==> src/rtl/sp_pkg.sv <==
package sp_pkg;
  typedef enum logic [1:0] {
    OP_INV   = 2'd0,
    OP_CLEAN = 2'd1,
    OP_FLUSH = 2'd2,
    OP_FLUSH_ALIAS = 2'd3
  } maint_op_e;

  typedef enum logic [1:0] {
    CK_LINE      = 2'd0,
    CK_CLEAN_RNG = 2'd1,
    CK_INV_RNG   = 2'd2
  } cmd_kind_e;
endpackage

==> src/rtl/sp_edge_prep.sv <==
module sp_edge_prep import sp_pkg::*; #(
  parameter int ADDR_W  = 32,
  parameter int LINE_LG = 5
) (
  input  logic [1:0]        op,
  input  logic [ADDR_W-1:0] s_in,
  input  logic [ADDR_W-1:0] e_in,
  input  logic              wt,
  output logic              head_pend,
  output logic [ADDR_W-1:0] head_addr,
  output logic              tail_pend,
  output logic [ADDR_W-1:0] tail_addr,
  output logic [ADDR_W:0]   run_s,
  output logic [ADDR_W:0]   run_e,
  output logic              do_clean,
  output logic              do_inv
);
  localparam int EW = ADDR_W + 1;
  localparam logic [EW-1:0] LINE_E = EW'(1) << LINE_LG;

  logic [ADDR_W-1:0] s_al, e_al;
  logic              s_off, e_off;
  logic [EW-1:0]     s_next;

  assign s_al  = {s_in[ADDR_W-1:LINE_LG], {LINE_LG{1'b0}}};
  assign e_al  = {e_in[ADDR_W-1:LINE_LG], {LINE_LG{1'b0}}};
  assign s_off = |s_in[LINE_LG-1:0];
  assign e_off = |e_in[LINE_LG-1:0];
  assign s_next = s_off ? ({1'b0, s_al} + LINE_E) : {1'b0, s_in};
  assign head_addr = s_al;
  assign tail_addr = e_al;

  always_comb begin
    if (op == OP_INV) begin
      // partial edge lines handled singly, whole lines in between by range
      head_pend = s_off;
      tail_pend = e_off && (s_next < {1'b0, e_in});
      run_s     = s_next;
      run_e     = tail_pend ? {1'b0, e_al} : {1'b0, e_in};
      do_clean  = 1'b0;
      do_inv    = 1'b1;
    end else begin
      // clean / flush widen outward to line boundaries
      head_pend = 1'b0;
      tail_pend = 1'b0;
      run_s     = {1'b0, s_al};
      run_e     = e_off ? ({1'b0, e_al} + LINE_E) : {1'b0, e_in};
      do_clean  = !wt;
      do_inv    = (op != OP_CLEAN);
    end
  end
endmodule

==> src/rtl/sp_chunk_bound.sv <==
module sp_chunk_bound #(
  parameter int ADDR_W   = 32,
  parameter int LINE_LG  = 5,
  parameter int CHUNK_LG = 10,
  parameter int PAGE_LG  = 12
) (
  input  logic [ADDR_W:0]   cur_s,
  input  logic [ADDR_W:0]   cur_e,
  output logic [ADDR_W:0]   nxt,
  output logic [ADDR_W-1:0] last
);
  localparam int EW = ADDR_W + 1;
  localparam logic [EW-1:0] CHUNK_E = EW'(1) << CHUNK_LG;
  localparam logic [EW-1:0] PAGE_E  = EW'(1) << PAGE_LG;
  localparam logic [ADDR_W-1:0] LINE_A = ADDR_W'(1) << LINE_LG;

  logic [EW-1:0] cap_end, page_end;

  assign cap_end  = cur_s + CHUNK_E;
  assign page_end = {cur_s[EW-1:PAGE_LG], {PAGE_LG{1'b0}}} + PAGE_E;

  always_comb begin
    nxt = cur_e;
    if (nxt > cap_end)  nxt = cap_end;
    if (nxt > page_end) nxt = page_end;
  end

  assign last = nxt[ADDR_W-1:0] - LINE_A;
endmodule

==> src/rtl/cache_range_splitter.sv <==
module cache_range_splitter import sp_pkg::*; #(
  parameter int ADDR_W      = 32,
  parameter int LINE_BYTES  = 32,
  parameter int CHUNK_BYTES = 1024,
  parameter int PAGE_BYTES  = 4096
) (
  input  logic              clk,
  input  logic              rst,
  input  logic              req_valid,
  input  logic [1:0]        req_op,
  input  logic [ADDR_W-1:0] req_start,
  input  logic [ADDR_W-1:0] req_end,
  input  logic              wt_override,
  output logic              busy,
  output logic              cmd_valid,
  input  logic              cmd_ready,
  output logic [1:0]        cmd_kind,
  output logic [ADDR_W-1:0] cmd_addr,
  output logic [ADDR_W-1:0] cmd_last,
  output logic              done_pulse
);
  localparam int LINE_LG  = $clog2(LINE_BYTES);
  localparam int CHUNK_LG = $clog2(CHUNK_BYTES);
  localparam int PAGE_LG  = $clog2(PAGE_BYTES);
  localparam int EW       = ADDR_W + 1;

  // edge preparation outputs
  logic              p_head, p_tail, p_clean, p_inv;
  logic [ADDR_W-1:0] p_head_a, p_tail_a;
  logic [EW-1:0]     p_s, p_e;

  // request state
  logic              head_q, tail_q, clean_q, inv_q, clean_sent_q;
  logic [ADDR_W-1:0] head_a_q, tail_a_q;
  logic [EW-1:0]     cur_s, cur_e;

  // chunk bound
  logic [EW-1:0]     c_nxt;
  logic [ADDR_W-1:0] c_last;

  logic slot_free, range_left;

  sp_edge_prep #(.ADDR_W(ADDR_W), .LINE_LG(LINE_LG)) u_edge (
    .op(req_op), .s_in(req_start), .e_in(req_end), .wt(wt_override),
    .head_pend(p_head), .head_addr(p_head_a),
    .tail_pend(p_tail), .tail_addr(p_tail_a),
    .run_s(p_s), .run_e(p_e), .do_clean(p_clean), .do_inv(p_inv)
  );

  sp_chunk_bound #(.ADDR_W(ADDR_W), .LINE_LG(LINE_LG),
                   .CHUNK_LG(CHUNK_LG), .PAGE_LG(PAGE_LG)) u_chunk (
    .cur_s(cur_s), .cur_e(cur_e), .nxt(c_nxt), .last(c_last)
  );

  assign slot_free  = !cmd_valid || cmd_ready;
  assign range_left = (clean_q || inv_q) && (cur_s < cur_e);

  always_ff @(posedge clk) begin
    if (rst) begin
      busy         <= 1'b0;
      cmd_valid    <= 1'b0;
      cmd_kind     <= CK_LINE;
      cmd_addr     <= '0;
      cmd_last     <= '0;
      done_pulse   <= 1'b0;
      head_q       <= 1'b0;
      tail_q       <= 1'b0;
      clean_q      <= 1'b0;
      inv_q        <= 1'b0;
      clean_sent_q <= 1'b0;
      head_a_q     <= '0;
      tail_a_q     <= '0;
      cur_s        <= '0;
      cur_e        <= '0;
    end else begin
      done_pulse <= 1'b0;
      if (!busy) begin
        if (req_valid) begin
          busy         <= 1'b1;
          head_q       <= p_head;
          tail_q       <= p_tail;
          head_a_q     <= p_head_a;
          tail_a_q     <= p_tail_a;
          cur_s        <= p_s;
          cur_e        <= p_e;
          clean_q      <= p_clean;
          inv_q        <= p_inv;
          clean_sent_q <= 1'b0;
        end
      end else if (slot_free) begin
        if (head_q) begin
          cmd_valid <= 1'b1;
          cmd_kind  <= CK_LINE;
          cmd_addr  <= head_a_q;
          cmd_last  <= head_a_q;
          head_q    <= 1'b0;
        end else if (tail_q) begin
          cmd_valid <= 1'b1;
          cmd_kind  <= CK_LINE;
          cmd_addr  <= tail_a_q;
          cmd_last  <= tail_a_q;
          tail_q    <= 1'b0;
        end else if (range_left) begin
          cmd_valid <= 1'b1;
          cmd_addr  <= cur_s[ADDR_W-1:0];
          cmd_last  <= c_last;
          if (clean_q && !clean_sent_q) begin
            cmd_kind <= CK_CLEAN_RNG;
            if (inv_q) clean_sent_q <= 1'b1;
            else       cur_s        <= c_nxt;
          end else begin
            cmd_kind     <= CK_INV_RNG;
            clean_sent_q <= 1'b0;
            cur_s        <= c_nxt;
          end
        end else begin
          cmd_valid  <= 1'b0;
          busy       <= 1'b0;
          done_pulse <= 1'b1;
        end
      end
    end
  end


  cmd_in_busy_chk: assert property (@(posedge clk) disable iff (rst)
    cmd_valid |-> busy);


  cmd_hold_chk: assert property (@(posedge clk) disable iff (rst)
    (cmd_valid && !cmd_ready) |=> (cmd_valid && $stable(cmd_kind) &&
                                   $stable(cmd_addr) && $stable(cmd_last)));


  chunk_size_chk: assert property (@(posedge clk) disable iff (rst)
    (cmd_valid && cmd_kind != CK_LINE) |->
      (cmd_last >= cmd_addr && (cmd_last - cmd_addr) < ADDR_W'(CHUNK_BYTES)));


  chunk_page_chk: assert property (@(posedge clk) disable iff (rst)
    (cmd_valid && cmd_kind != CK_LINE) |->
      ((cmd_addr >> PAGE_LG) == (cmd_last >> PAGE_LG)));


  line_align_chk: assert property (@(posedge clk) disable iff (rst)
    cmd_valid |-> (cmd_addr[LINE_LG-1:0] == '0 && cmd_last[LINE_LG-1:0] == '0));


  done_single_chk: assert property (@(posedge clk) disable iff (rst)
    done_pulse |=> !done_pulse);


  done_idle_chk: assert property (@(posedge clk) disable iff (rst)
    done_pulse |-> (!busy && !cmd_valid));
endmodule

==> config.mk <==
export PLATFORM = sky130hd
export DESIGN_NAME = cache_range_splitter
export DESIGN_NICKNAME = d
export VERILOG_FILES = /design/src/rtl/sp_pkg.sv /design/src/rtl/sp_edge_prep.sv /design/src/rtl/sp_chunk_bound.sv /design/src/rtl/cache_range_splitter.sv
export SDC_FILE = /design/constraint.sdc
export NUM_CORES = 1
export LEC_CHECK = 0
export CAP_MARGIN = 20
export CELL_PAD_IN_SITES_DETAIL_PLACEMENT = 2
export CELL_PAD_IN_SITES_GLOBAL_PLACEMENT = 2
export CORE_MARGIN = 4
export CORE_UTILIZATION = 35
export DETAILED_ROUTE_END_ITERATION = 16
export GPL_ROUTABILITY_DRIVEN = 0
export GPL_TIMING_DRIVEN = 1
export PLACE_DENSITY = 0.8
export SLEW_MARGIN = 20
export SYNTH_ARGS = -nofsm -noshare
export SYNTH_HDL_FRONTEND = slang
export SYNTH_HIERARCHICAL = 1
export SYNTH_SLANG_ARGS = --single-unit
==> constraint.sdc <==
create_clock -name clk -period 11.1 [get_ports clk]
set_input_delay 2.22 -clock clk [delete_from_list [all_inputs] [get_ports clk]]
set_output_delay 2.22 -clock clk [all_outputs]
set_load 0.02 [all_outputs]
Yosys cells after proc, flatten, opt, wreduce, memory -nomap -nowiden --
Index checks and enable logic that the tools add are counted.
Word-level totals: register bits 194, bits of input ports 71, output and inout port bits 69
Operators by class: add/subtract/negate cells 5, $lt $le $gt $ge 4, equality and inequality tests 7, muxes and demuxes 51, bitwise operators 2, reductions and logical operators 21
Operators by type and width (number):
- 33-bit two-way mux | 14
- 32-bit two-way mux | 6
- 32-bit by 6-bit adder with 33-bit output (second input constant) | 2
- 33-bit greater-than comparator | 2
- 33-bit by 11-bit adder with 33-bit output (second input constant) | 1
- 33-bit by 13-bit adder with 33-bit output (second input constant) | 1
- 33-bit by 32-bit < comparator with 1-bit output | 1
- 33-bit < comparator | 1
- 32-bit by 6-bit subtractor with 32-bit output (second input constant) | 1
- 1-bit two-way mux | 26
- 5-bit OR reduction | 3
- 6-bit AND reduction | 2
- 2-bit two-way mux | 4
- 2-bit by 1-bit != test with 1-bit output (second input constant) | 3
- 3-bit != test (second input constant) | 2
- 2-bit AND reduction | 3
- 3-bit AND reduction | 2
- 5-bit two-way mux | 1
- 2-bit != test (second input constant) | 2
- 1-bit logical AND | 3
- 1-bit zero test | 3
- 3-bit nonzero test | 1
- 2-bit zero test | 1
- 1-bit logical OR | 2
- 2 further kinds | 3

Logic depth before layout (Yosys ltp) --
depth in word-level cells 12, depth in mapped cells 38, gate-level depth less buffers 33

Modules after synthesis --
Netlist, hierarchy kept.
Modules (own cells, without submodules):
- cache_range_splitter | times used 1, cells each 1225, area an instance 10188.5 um^2
- sp_chunk_bound | times used 1, cells each 579, area an instance 3774.9 um^2
- sp_edge_prep | times used 1, cells each 406, area an instance 2807.7 um^2

Worst setup path before layout --
OpenSTA, ideal clock, no wires.
path type reg-to-reg, start point reg cur_s[12], end point reg cmd_last[29], library setup time 0.122 ns, data arrival time 8.420 ns, data required time 10.978 ns, slack 2.558 ns, cell stages (with the launch flop) 37, path buffers 9, clock period less this slack 8.542 ns, path through dfxtp_1 -> clkbuf_1 -> nand4_1 -> or4_1 -> nor3_1 -> nand3_1 -> nor2_1 -> xnor2_1 -> ha_1 -> nand4_2 -> or4_4 -> nor2_1 -> nand2_1 -> o21ai_0 -> clkbuf_1 -> buf_1 -> clkbuf_1 -> clkbuf_1 -> o21ai_0 -> ha_1 -> nand4_1 -> or4_1 -> nor3_1 -> nand4_1 -> o311a_2 -> buf_6 -> clkbuf_1 -> buf_1 -> or2_2 -> ha_1 -> nand2b_1 -> buf_2 -> nor3_1 -> xor2_1 -> nor2b_1 -> o21ai_0 -> mux2i_1
Between the ends: word-level cells in the longest chain between the ends 9
Ends and longest elaborated chain:
- start: declaration | line cache_range_splitter.sv:35 | logic [EW-1:0] cur_s, cur_e;
- start signal: assignment | line cache_range_splitter.sv:84 | cur_s <= p_s;
- start signal: assignment | line cache_range_splitter.sv:110 | else cur_s <= c_nxt;
- start signal: assignment | line cache_range_splitter.sv:114 | cur_s <= c_nxt;
- 33-bit by 11-bit adder with 33-bit output | line sp_chunk_bound.sv:19 | assign cap_end = cur_s + CHUNK_E;
- 33-bit greater-than comparator | line sp_chunk_bound.sv:24 | if (nxt > cap_end) nxt = cap_end;
- 33-bit two-way mux | line sp_chunk_bound.sv:24
- 33-bit greater-than comparator | line sp_chunk_bound.sv:25 | if (nxt > page_end) nxt = page_end;
- 33-bit two-way mux * | line sp_chunk_bound.sv:25
- 32-bit by 6-bit subtractor with 32-bit output * | line sp_chunk_bound.sv:28 | assign last = nxt[ADDR_W-1:0] - LINE_A;
- via c_last[29] | line cache_range_splitter.sv:39 | logic [ADDR_W-1:0] c_last;
- 32-bit two-way mux * | line cache_range_splitter.sv:103 | end else if (range_left) begin
- 32-bit two-way mux * | line cache_range_splitter.sv:97 | end else if (tail_q) begin
- 32-bit two-way mux * | line cache_range_splitter.sv:91 | if (head_q) begin
- end signal: assignment | line cache_range_splitter.sv:95 | cmd_last <= head_a_q;
- end signal: assignment | line cache_range_splitter.sv:101 | cmd_last <= tail_a_q;
- end signal: assignment | line cache_range_splitter.sv:106 | cmd_last <= c_last;
- end: declaration | line cache_range_splitter.sv:19 | output logic [ADDR_W-1:0] cmd_last,
The timed path passes the listed nets; every way through them passes the cells marked *. The select of a mux whose other input is x is not followed. A chain may end at the register's enable or synchronous reset.

Final worst setup path --
start point reg cur_s[12], end point reg cmd_last[19]
The elaborated chain is that of the path after synthesis.

==> PnR_summary.wiki <==
{| class="wikitable"
! Metric !! Value
|-
| Status || completed
|-
| Syn Area/Cell || 7.59 sq um
|-
| Worst skew pair latency || 560 ps
|-
| Type of the setup path with the least slack || flip-flop to flip-flop
|-
| Sink count of the clock tree || 204
|-
| Count of distinct cell types in the synthesized netlist || 78
|-
| R2R setup slack || 1490 ps
|-
| Placed Instance Area || 18,100 sq um
|-
| Sequential Power Share || 0.290
|-
| Deepest clock path buffer count || 3
|-
| Count of final setup violators || 0
|-
| Layout overhead on the synthesized area || 13.0%
|-
| Final Slew Violations || 0
|-
| Synth cell count leaders || nand2_1 (332), dfxtp_1 (204), a21oi_1 (202)
|-
| CTS Hold Buffers Added || 0
|-
| Post-layout util || 0.404
|-
| Floorplan die width || 227 microns
|-
| Crit path time final || 9610 ps
|-
| Net switching power || 1240 uW
|-
| Period utilization || 0.866
|-
| Internal Power || 1740 uW
|-
| Maximum achievable frequency || 104 MHz
|-
| Cell count of the worst hold path || 2
|-
| Worst slew slack as a fraction of its limit || 0.278
|-
| Critical Path AT || 10,010 ps
|-
| Count of flip-flops with a built-in enable after synthesis || 0
|-
| Number of gates resized after CTS || 0
|-
| CTS tree || built
|-
| Logic pwr share || 0.428
|-
| Post-CTS Setup Repair Bufs || 0
|-
| Clock-pin slew on the worst setup and hold paths || 70 ps
|-
| Setup crit start kind || flip-flop
|-
| Vias in the first global route || 16,900
|-
| Unrepaired setup endpoints after global routing || false
|-
| Die ar. || 51,500 sq um
|-
| Tightest hold margin || 459 ps
|-
| Final WL || 68,900 microns
|-
| Total of fill cells in the finished design || 5,439
|-
| Quantity of I/O buffers inserted on ports || 139
|-
| Setup Slack @ Placement || 1750 ps
|-
| Leakage power total || 0.00805 uW
|-
| DIE HEIGHT || 227 microns
|-
| Count of nets left with antenna violations after detail routing || 0
|-
| Register bit count reported by yosys || 204
|-
| Maximum number of pins on one net before global-route repair || 106
|-
| Initial drt markers || 1,052
|-
| # diodes || 0
|-
| TritonCTS buffer count || 24
|-
| Setup skew after layout || 21.2 ps
|-
| Worst Hold Launch || head_a_q[4]
|-
| H-tree level count || 1
|-
| Maximum VDD drop || 0.0947 mV
|-
| Power Density || 157 nW/um^2
|-
| Cell taking the most area after synthesis || dfxtp_1
|-
| Initial antenna violation count || 1
|-
| Maximum fanout along the worst path || 34
|-
| Netlist area before placement || 16,800 sq um
|-
| Hold/Removal Path Class || flip-flop to flip-flop
|-
| Total Routing Usage GR || 0.262
|-
| Site row count || 79
|-
| First-pass GRT wire length || 105,000 microns
|-
| Source of the worst register-to-register timing path || cur_s[12]
|-
| Clock Power Share || 0.281
|-
| Via count || 15,900
|-
| Data required time at the worst endpoint || 11,500 ps
|-
| Placed wire-length estimate after detailed placement || 52,600 microns
|-
| Biggest area contributors in the synthesized netlist || dfxtp_1 (24%), ha_1 (9.1%), nand2_1 (7.4%), mux2i_1 (6.6%), a21oi_1 (6.0%)
|-
| Post-synth top flop || dfxtp_1
|-
| Critical Path Sink Type || flip-flop
|-
| Final design instance area without fill || 19,000 sq um
|-
| Cells after synthesis || 2,210
|-
| Most frequent cell after synthesis || nand2_1
|-
| Transition time at the pin with the least slew margin || 1080 ps
|-
| Worst path setup slack after routing || 1490 ps
|-
| Routed wire length per instance || 24.2 microns
|-
| Reg2reg end || cmd_last[19]
|-
| Standard cell core area || 47,000 sq um
|-
| Post-Route Setup TNS || 0 ps
|-
| Layout cells sized above 1 || 0.0638
|-
| Worst min-delay path endpoint || head_a_q[4]
|-
| Nets || 2,415
|-
| Number of DRC violations after detailed routing || 0
|-
| Count of max-cap constraint violations || 0
|-
| Seq/Total Area, Yosys || 0.244
|-
| Number of iterations in the first detailed-routing pass || 5
|-
| Initial standard-cell utilization of the core || 0.357
|-
| Switching part of the total power || 0.416
|-
| R2R cell count || 26
|-
| Share of async-settable or async-resettable flops after synthesis || 0
|-
| Endpoints failing hold || 0
|-
| Via-to-Cell Ratio || 5.58
|-
| Clock root buffer || clkbuf_16
|-
| Fraction of post-synthesis cell area in the top cell type by area || 0.244
|-
| Leftover overflow at the end of global routing || 0
|-
| Number of warnings issued by yosys || 6
|-
| Top-Level Pins || 140
|}
## area by class of cell
| cell class | count | area, sq um | share of cell area |
|---|---|---|---|
| Clock buffer | 31 | 657 | 0.0347 |
| Clock inverter | 13 | 161 | 0.00852 |
| Inverter | 131 | 492 | 0.0259 |
| Multi-Input combinational cell | 1702 | 11300 | 0.594 |
| Sequential cell | 204 | 4090 | 0.216 |
| Tap cell | 607 | 759 | 0.0401 |
| Timing Repair Buffer | 159 | 1540 | 0.0814 |
## cell usage in the layout (no fill, tap or decap), types with 5 or more instances in the layout
cell and instances:
clkdlybuf4s50_1 138, o21ai_0 122, nor2b_1 107, nand2_1 332, conb_1 19, ha_1 122, xor2_1 57, a21o_1 46
mux2i_1 110, dfxtp_1 201, or4_1 6, buf_4 20, clkinv_2 5, xnor2_1 84, a211oi_1 12, nand4_1 38
nor2_1 120, nand2b_1 72, nor4_2 5, inv_1 131, o211ai_1 5, or3_1 5, clkbuf_16 24, mux2_4 30
nor3_1 43, a21oi_1 202, nor4_1 9, and3_1 20, and2_1 5, nand3_1 43, mux2_2 9
## flip-flops by register name (all words and copies together) (netlist names)
register / flops
inv_q: 1
cur_e: 33
done_pulse: 1
cur_s: 33
cmd_addr: 32
cmd_valid: 1
head_q: 1
cmd_last: 32
busy: 1
tail_q: 1
clean_q: 1
head_a_q: 32
cmd_kind: 2
tail_a_q: 32
clean_sent_q: 1
## per-stage QoR
step	total power [uW]	std cells
2_1_floorplan	1710	2228
3_3_place_gp	2060	2803
3_5_place_dp	2120	2803
4_1_cts	2970	2847
5_1_grt	3130	2847
6_report	2980	2847
## per-layer routing
metal | GRT usage | wire [microns] | up-vias
li1 | - | - | 7441
met2 | 0.415 | 30600 | 383
met5 | 0 | 13 | -
met4 | 0.0477 | 1220 | 2
met1 | 0.382 | 33300 | 7987
met3 | 0.0377 | 3790 | 76
## cell families after synthesis
| kind of cell | Yosys count | share of synthesized area |
|---|---|---|
| AND/OR/NAND/NOR | 833 | 0.245 |
| AO/OA/AOI/OAI | 438 | 0.155 |
| buffers and inverters | 322 | 0.0930 |
| flip-flops | 204 | 0.244 |
| multiplexers | 149 | 0.0986 |
| XOR/XNOR | 141 | 0.0736 |
| adder cells (fa/ha/maj) | 122 | 0.0910 |
| other | 1 | 0.000224 |
## worst max path at each step
stage | startpoint | to | depth (start not counted)
after floorplan | cur_s[12] | cmd_last[29] | 36
after global placement | cur_s[12] | cmd_last[19] | 27
after detailed placement | cur_s[12] | cmd_last[19] | 26
after CTS | cur_s[12] | cmd_last[19] | 26
after global routing | cur_s[12] | cmd_last[19] | 26
final | cur_s[12] | cmd_last[19] | 26
## critical path: stages (launching register included)
cell	delay [ps]
dfxtp_1	580
nand4_1	340
or4_1	710
nor3_1	360
nand3_1	270
nor2_1	230
xnor2_1	170
ha_1	280
nand4_2	100
nor2_1	60
a221oi_1	400
nand3_1	260
o21ai_4	760
o21ai_0	320
ha_1	400
nand4_1	160
or4_1	640
o21ai_0	560
o311a_2	750
or2_2	250
ha_1	340
nand2b_1	470
nor3_1	430
xor2_1	110
nor2b_1	150
o21ai_0	190
mux2i_1	110
## power groups by stage
stage | Combinational (uW) | Clock [uW] | Sequential [uW]
2_1_floorplan | 861 | 0 | 849
6_report | 1270 | 837 | 863
3_3_place_gp | 1190 | 0 | 871
5_1_grt | 1370 | 888 | 870
3_5_place_dp | 1240 | 0 | 876
4_1_cts | 1250 | 860 | 861
Power figures use the tool's default switching activity.
